--- src/rtl/cfgseq_pkg.sv ---
package cfgseq_pkg;

    typedef enum logic [2:0] {
        ST_IDLE,
        ST_LAUNCH,
        ST_WAIT,
        ST_HOLD,
        ST_FINISH
    } seq_state_e;

    localparam int STEP_W = 4;

    localparam logic [STEP_W-1:0] STEP_FIRST    = 4'd0;
    localparam logic [STEP_W-1:0] STEP_PTR_DONE = 4'd9;
    localparam logic [STEP_W-1:0] STEP_EVEN_WR  = 4'd10;
    localparam logic [STEP_W-1:0] STEP_BUMP     = 4'd11;
    localparam logic [STEP_W-1:0] STEP_ODD_WR   = 4'd12;

    localparam logic [3:0] CMD_CORE  = 4'b0000;
    localparam logic [3:0] CMD_WRITE = 4'b1111;

    localparam logic [15:0] OPR_SPACE_A  = 16'h8EA6;
    localparam logic [15:0] OPR_SPACE_B  = 16'h8CA6;
    localparam logic [15:0] OPR_JUMP_A   = 16'hEF00;
    localparam logic [15:0] OPR_JUMP_B   = 16'hF800;
    localparam logic [7:0]  OPR_LIT_HI   = 8'h0E;
    localparam logic [15:0] OPR_ST_UPPER = 16'h6EF8;
    localparam logic [15:0] OPR_ST_HIGH  = 16'h6EF7;
    localparam logic [15:0] OPR_ST_LOW   = 16'h6EF6;
    localparam logic [15:0] OPR_INC_LOW  = 16'h2AF6;

    // Step that follows cur; odd start addresses jump past the even write.
    function automatic logic [STEP_W-1:0] next_step(input logic [STEP_W-1:0] cur,
                                                    input logic odd_start);
        if (cur == STEP_PTR_DONE)
            return odd_start ? STEP_ODD_WR : STEP_EVEN_WR;
        return cur + 1'b1;
    endfunction

endpackage

--- src/rtl/cfgseq_step_rom.sv ---
module cfgseq_step_rom
    import cfgseq_pkg::*;
#(
    parameter int ADDR_W = 22
) (
    input  logic [STEP_W-1:0] step_i,
    input  logic [ADDR_W-1:0] addr_i,
    input  logic [7:0]        even_i,
    input  logic [7:0]        odd_i,
    output logic [3:0]        cmd_o,
    output logic [15:0]       payload_o,
    output logic              is_write_o
);
    localparam int UP_W = ADDR_W - 16;

    logic [7:0] upper_b;
    assign upper_b = {{(8 - UP_W){1'b0}}, addr_i[ADDR_W-1:16]};

    always_comb begin
        cmd_o      = CMD_CORE;
        payload_o  = 16'h0000;
        is_write_o = 1'b0;
        unique case (step_i)
            4'd0:  payload_o = OPR_SPACE_A;
            4'd1:  payload_o = OPR_SPACE_B;
            4'd2:  payload_o = OPR_JUMP_A;
            4'd3:  payload_o = OPR_JUMP_B;
            4'd4:  payload_o = {OPR_LIT_HI, upper_b};
            4'd5:  payload_o = OPR_ST_UPPER;
            4'd6:  payload_o = {OPR_LIT_HI, addr_i[15:8]};
            4'd7:  payload_o = OPR_ST_HIGH;
            4'd8:  payload_o = {OPR_LIT_HI, addr_i[7:0]};
            4'd9:  payload_o = OPR_ST_LOW;
            4'd10: begin
                cmd_o      = CMD_WRITE;
                payload_o  = {8'h00, even_i};
                is_write_o = 1'b1;
            end
            4'd11: payload_o = OPR_INC_LOW;
            4'd12: begin
                cmd_o      = CMD_WRITE;
                payload_o  = {odd_i, 8'h00};
                is_write_o = 1'b1;
            end
            default: payload_o = 16'h0000;
        endcase
    end
endmodule

--- src/rtl/cfgseq_hold_timer.sv ---
module cfgseq_hold_timer #(
    parameter int HOLD_CYCLES = 8
) (
    input  logic clk,
    input  logic rst_n,
    input  logic load_i,
    input  logic run_i,
    output logic expired_o
);
    localparam int CNT_W = (HOLD_CYCLES < 2) ? 1 : $clog2(HOLD_CYCLES);

    logic [CNT_W-1:0] cnt_q;

    always_ff @(posedge clk or negedge rst_n) begin
        if (!rst_n)
            cnt_q <= '0;
        else if (load_i)
            cnt_q <= CNT_W'(HOLD_CYCLES - 1);
        else if (run_i && cnt_q != '0)
            cnt_q <= cnt_q - 1'b1;
    end

    assign expired_o = (cnt_q == '0);

    a_r7_load_value: assert property (@(posedge clk) disable iff (!rst_n)
        load_i |=> (cnt_q == CNT_W'(HOLD_CYCLES - 1)));
endmodule

--- src/rtl/cfg_byte_prog_seq.sv ---
module cfg_byte_prog_seq
    import cfgseq_pkg::*;
#(
    parameter int ADDR_W      = 22,
    parameter int HOLD_CYCLES = 8
) (
    input  logic              clk,
    input  logic              rst_n,
    input  logic              start_i,
    input  logic [ADDR_W-1:0] base_addr_i,
    input  logic [7:0]        even_byte_i,
    input  logic [7:0]        odd_byte_i,
    output logic              sh_req_o,
    output logic [3:0]        sh_cmd_o,
    output logic [15:0]       sh_payload_o,
    input  logic              sh_done_i,
    output logic              done_o
);
    seq_state_e        state_q, state_d;
    logic [STEP_W-1:0] step_q, step_d;
    logic [ADDR_W-1:0] addr_q;
    logic [7:0]        even_q, odd_q;
    logic              is_write;
    logic              hold_load, hold_expired;

    cfgseq_step_rom #(.ADDR_W(ADDR_W)) rom_i (
        .step_i     (step_q),
        .addr_i     (addr_q),
        .even_i     (even_q),
        .odd_i      (odd_q),
        .cmd_o      (sh_cmd_o),
        .payload_o  (sh_payload_o),
        .is_write_o (is_write)
    );

    cfgseq_hold_timer #(.HOLD_CYCLES(HOLD_CYCLES)) hold_i (
        .clk       (clk),
        .rst_n     (rst_n),
        .load_i    (hold_load),
        .run_i     (state_q == ST_HOLD),
        .expired_o (hold_expired)
    );

    // Next-state and step selection
    always_comb begin
        state_d   = state_q;
        step_d    = step_q;
        hold_load = 1'b0;
        unique case (state_q)
            ST_IDLE: begin
                if (start_i) begin
                    state_d = ST_LAUNCH;
                    step_d  = STEP_FIRST;
                end
            end
            ST_LAUNCH: state_d = ST_WAIT;
            ST_WAIT: begin
                if (sh_done_i) begin
                    if (is_write) begin
                        state_d   = ST_HOLD;
                        hold_load = 1'b1;
                    end else begin
                        state_d = ST_LAUNCH;
                        step_d  = next_step(step_q, addr_q[0]);
                    end
                end
            end
            ST_HOLD: begin
                if (hold_expired) begin
                    if (step_q == STEP_ODD_WR) begin
                        state_d = ST_FINISH;
                    end else begin
                        state_d = ST_LAUNCH;
                        step_d  = next_step(step_q, addr_q[0]);
                    end
                end
            end
            ST_FINISH: state_d = ST_IDLE;
            default:   state_d = ST_IDLE;
        endcase
    end

    // State, step and captured operands
    always_ff @(posedge clk or negedge rst_n) begin
        if (!rst_n) begin
            state_q <= ST_IDLE;
            step_q  <= STEP_FIRST;
            addr_q  <= '0;
            even_q  <= '0;
            odd_q   <= '0;
        end else begin
            state_q <= state_d;
            step_q  <= step_d;
            if (state_q == ST_IDLE && start_i) begin
                addr_q <= base_addr_i;
                even_q <= even_byte_i;
                odd_q  <= odd_byte_i;
            end
        end
    end

    // Outputs decoded from the state
    always_comb begin
        sh_req_o = 1'b0;
        done_o   = 1'b0;
        unique case (state_q)
            ST_LAUNCH: sh_req_o = 1'b1;
            ST_FINISH: done_o   = 1'b1;
            default: ;
        endcase
    end

    a_r1_quiet_idle: assert property (@(posedge clk) disable iff (!rst_n)
        (state_q == ST_IDLE) |-> (!sh_req_o && !done_o));

    a_r6_req_pulse: assert property (@(posedge clk) disable iff (!rst_n)
        sh_req_o |=> !sh_req_o);

    a_r5_odd_skip: assert property (@(posedge clk) disable iff (!rst_n)
        (sh_req_o && addr_q[0]) |-> (step_q != STEP_EVEN_WR && step_q != STEP_BUMP));

    a_r7_hold_exit: assert property (@(posedge clk) disable iff (!rst_n)
        (state_q == ST_HOLD && hold_expired) |=> (sh_req_o || done_o));

    a_r8_done_pulse: assert property (@(posedge clk) disable iff (!rst_n)
        done_o |=> !done_o);

    a_r9_stable: assert property (@(posedge clk) disable iff (!rst_n)
        (state_q == ST_WAIT) |-> ($stable(sh_cmd_o) && $stable(sh_payload_o)));
endmodule

--- config.mk ---
export PLATFORM = sky130hd
export DESIGN_NAME = cfg_byte_prog_seq
export DESIGN_NICKNAME = d
export VERILOG_FILES = /design/src/rtl/cfgseq_pkg.sv /design/src/rtl/cfgseq_step_rom.sv /design/src/rtl/cfgseq_hold_timer.sv /design/src/rtl/cfg_byte_prog_seq.sv
export SDC_FILE = /design/constraint.sdc
export NUM_CORES = 1
export LEC_CHECK = 0
export ABC_AREA = 1
export BUFFER_PORTS_ARGS = -buffer_cell sky130_fd_sc_hd__clkbuf_2
export CAP_MARGIN = 10
export CORE_ASPECT_RATIO = 1.25
export CORE_MARGIN = 2
export CORE_UTILIZATION = 45
export CTS_CLUSTER_DIAMETER = 100
export DETAILED_ROUTE_END_ITERATION = 12
export GPL_TIMING_DRIVEN = 0
export HOLD_SLACK_MARGIN = 0.1
export MAX_ROUTING_LAYER = met4
export PLACE_DENSITY = 0.67
export SYNTH_ARGS = -nofsm -noshare
export SYNTH_HDL_FRONTEND = slang
export SYNTH_SLANG_ARGS = --single-unit
--- constraint.sdc ---
create_clock -name clk -period 1.9 [get_ports clk]
set_input_delay 0.19 -clock clk [delete_from_list [all_inputs] [get_ports clk]]
set_output_delay 0.19 -clock clk [all_outputs]
set_load 0.05 [all_outputs]
==> reports/results.ini <==
[run_status]
status = complete, but fails checks
violations = setup timing

[final_layout]
design_area_um2 = 3860
final_util_pct = 67.2
syn_to_final_growth_pct = 46.6
n_antenna_cell = 0
fin_nets = 418
drive_above_1_share_pct = 53.4

[power_and_ir_drop]
leakage_uw = 0.00192
peakVddDrop_mv = 1.03
powerDensity_nw_per_um2 = 1570
power.total_uw = 6050

[setup_path]
crit_type = reg2out
crit_required_ns = 1.71
crit_slowest_cell = dfrtp_2
path_delay_family = flip-flops
path_depth = 7
path_cells = inv_4 > ha_4 > o21ai_4 > nand2_2 > nor2_4 > nand4_1 > buf_8
rr_startpoint = step_q[1]
critPathBufInv = 2
reg2reg_depth = 10
r2r_slack_ns = 0.25
cp_max_fo = 5
start_kind = flop
crit_arrival_ns = 1.88
end_kind = output port
slowest_delay_ns = 0.46
r2r-end = step_q[2]

[synth]
synth_top_cell_area_share_pct = 45.6
synth_xor_area_share_pct = 0
synthAdderAreaFrac_pct = 2.85
yosysTopAreaCell = dfrtp_1
synth_compound_area_share_pct = 6.65
synthMuxAreaShare_pct = 19.1
synth-simple-area-share_pct = 19.0
postSynthAreaPerCell_um2 = 9.57
syn_area_um2 = 2630
yosys_warnings = 0
ys_ff_latch = 48
ys_seq_area_share_pct = 45.6
synthCells = 275
synth_cell_type_count = 28
synth_top_family_by_area = multiplexers
syn-num-nets = 323
synthTopCellsByArea = dfrtp_1 46%, mux2_4 11%, nand2_1 10%, mux2_2 7.7%, inv_1 3.7%

[route]
vias_per_cell = 5.16
firstDrtPassIters = 6
post-route-drc-count = 0
ant_nets = 0
vias = 2254
drt_iter0_drc = 81
wl_mm = 6.92
wl_per_cell_um = 15.8

[clock_network]
numCtsBuffers = 5
tritoncts = built
cts.path.max_buffers = 2
numClockSinks = 48
cts_htree_levels = 2
insertion_delay_ns = 0.31
cts.clk_slew.worst_paths_ns = 0.10
clockRootBuffer = clkbuf_8

[grt]
grt_pass1_wl_mm = 10.3
grt_pass1_vias = 2264
grt_max_degree = 49
grt_overflow = 0
grt_antenna_before_repair = 0
gr-usage-all-layers_pct = 21.4

[timing]
drv_slew = 0
fin_hold_ws_ns = 0.103
fin_crit_sh_pct = 109
tns_ns = -2.15
hold_viol = 0
slew_headroom_pct = 78.6
final.setup.worst_slack_ns = -0.168
setup_viol_count_final = 20
max_freq_mhz = 483
finalCriticalPeriod_ns = 2.07
worstMarginPinSlew_ns = 0.321
clock-skew-final_ns = 0.0104
rsz0062_at_grt = true

[placement]
dpl_cell_area_um2 = 3030
dp_hpwl_mm = 4.33
io_buffers = 63
place.gp.congestion = 0.897

[die]
dieHeight_um = 89.5
initial_core_util_pct = 45.9
core_um2 = 5740
design.die.area_um2 = 6480
num_rows = 31
pin_count = 64
die_w_um = 72.4

[job]
cap_violations = 0

[hold_path]
hold_class = in2reg
min_from = odd_byte_i[2]
worstHoldPathCells = 2
holdPathEnd = odd_q[2]

cell usage in the layout (no fill, tap or decap), types with 6 or more instances in the layout:
| cell type | netlist | final |
|---|---|---|
| nand2_1 | 73 | 64 |
| dfrtp_1 | 48 | 44 |
| clkbuf_2 | 0 | 43 |
| mux2_4 | 20 | 20 |
| inv_1 | 26 | 19 |
| mux2_2 | 18 | 18 |
| buf_4 | 4 | 18 |
| buf_8 | 0 | 15 |
| nor2_4 | 1 | 9 |
| nor2_1 | 13 | 8 |
| a21oi_1 | 15 | 8 |
| buf_6 | 3 | 8 |
| nand3_1 | 12 | 7 |
| a21oi_2 | 0 | 6 |
| nand2_2 | 2 | 6 |
| clkbuf_8 | 0 | 6 |
per-layer routing:
layer  part of all wire [%]  GRT usage, %  vias up
met2                     53          38.0       68
met5                      0             -        -
li1                       -             -     1094
met3                    3.7          3.04       12
met1                     42          25.0     1080
met4                    1.8          7.07        0
synth_stat cells:
| library cell | number |
|---|---|
| a22oi_1 | 1 |
| nor2_1 | 13 |
| o211ai_1 | 2 |
| o21ai_0 | 9 |
| nor3_1 | 3 |
| nand2_2 | 2 |
| nor2_4 | 1 |
| mux2_4 | 20 |
| buf_6 | 3 |
| o21bai_1 | 1 |
| nand3b_1 | 2 |
| a21oi_1 | 15 |
| buf_4 | 4 |
| mux2_2 | 18 |
| ha_1 | 6 |
| dfrtp_1 | 48 |
| nand3_1 | 12 |
| clkinv_1 | 1 |
| inv_1 | 26 |
| nand4_1 | 4 |
| nand2_1 | 73 |
| inv_2 | 2 |
| a21boi_0 | 1 |
| o21ai_2 | 1 |
| buf_2 | 1 |
| o2111ai_1 | 1 |
| nor2_2 | 3 |
| nand3_2 | 2 |
area by class of cell:
type	instances	area, um^2
Fill cell	424	1880
Multi-Input combinational cell	191	1540
Sequential cell	48	1210
Timing Repair Buffer	87	706
Inverter	29	136
Tap cell	66	82.6
Clock buffer	5	68.8
Buffer	8	68.8
Clock inverter	3	46.3
kinds of logic after synthesis:
kind of cell             Yosys count
AND/OR/NAND/NOR                  115
multiplexers                      38
adder cells (fa/ha/maj)            6
buffers and inverters             37
flip-flops                        48
AO/OA/AOI/OAI                     31
where the power goes:
part	internal, uW	total [uW]	switching [uW]
sequential	1520	1900	375
combinational	1550	3390	1830
clock	397	773	376
total	3470	6050	2580
sequential cells by signal (all words and copies together), names as in the netlist:
register	count
addr_q	22
even_q	8
hold_i.cnt_q	3
odd_q	8
state_q	3
step_q	4
stage by stage:
stage / worst slack, ns / std cells
2_1_floorplan: 0.0126 / 275
3_3_place_gp: -0.105 / 404
3_5_place_dp: -0.124 / 404
4_1_cts: -0.0923 / 427
5_1_grt: -0.215 / 437
6_report: -0.168 / 437
worst max path at each step:
stage          startpoint               end  slack, ns
2_1_floorplan  state_q[2]        state_q[1]       0.01
3_3_place_gp    step_q[0]   sh_payload_o[9]      -0.11
3_5_place_dp    step_q[0]  sh_payload_o[10]      -0.12
4_1_cts         step_q[0]  sh_payload_o[10]      -0.09
5_1_grt         step_q[1]   sh_payload_o[1]      -0.21
6_report        step_q[1]   sh_payload_o[1]      -0.17
what timing repair did:
item,CTS,global route
hold buffers,0,4
pin swaps,15,13
gates resized for setup,105,39
buffers inserted,14,5
setup endpoints to repair,20,20
cloned,1,0
hold endpoints to repair,0,13
Note: power is estimated with default switching activity, not from simulation.
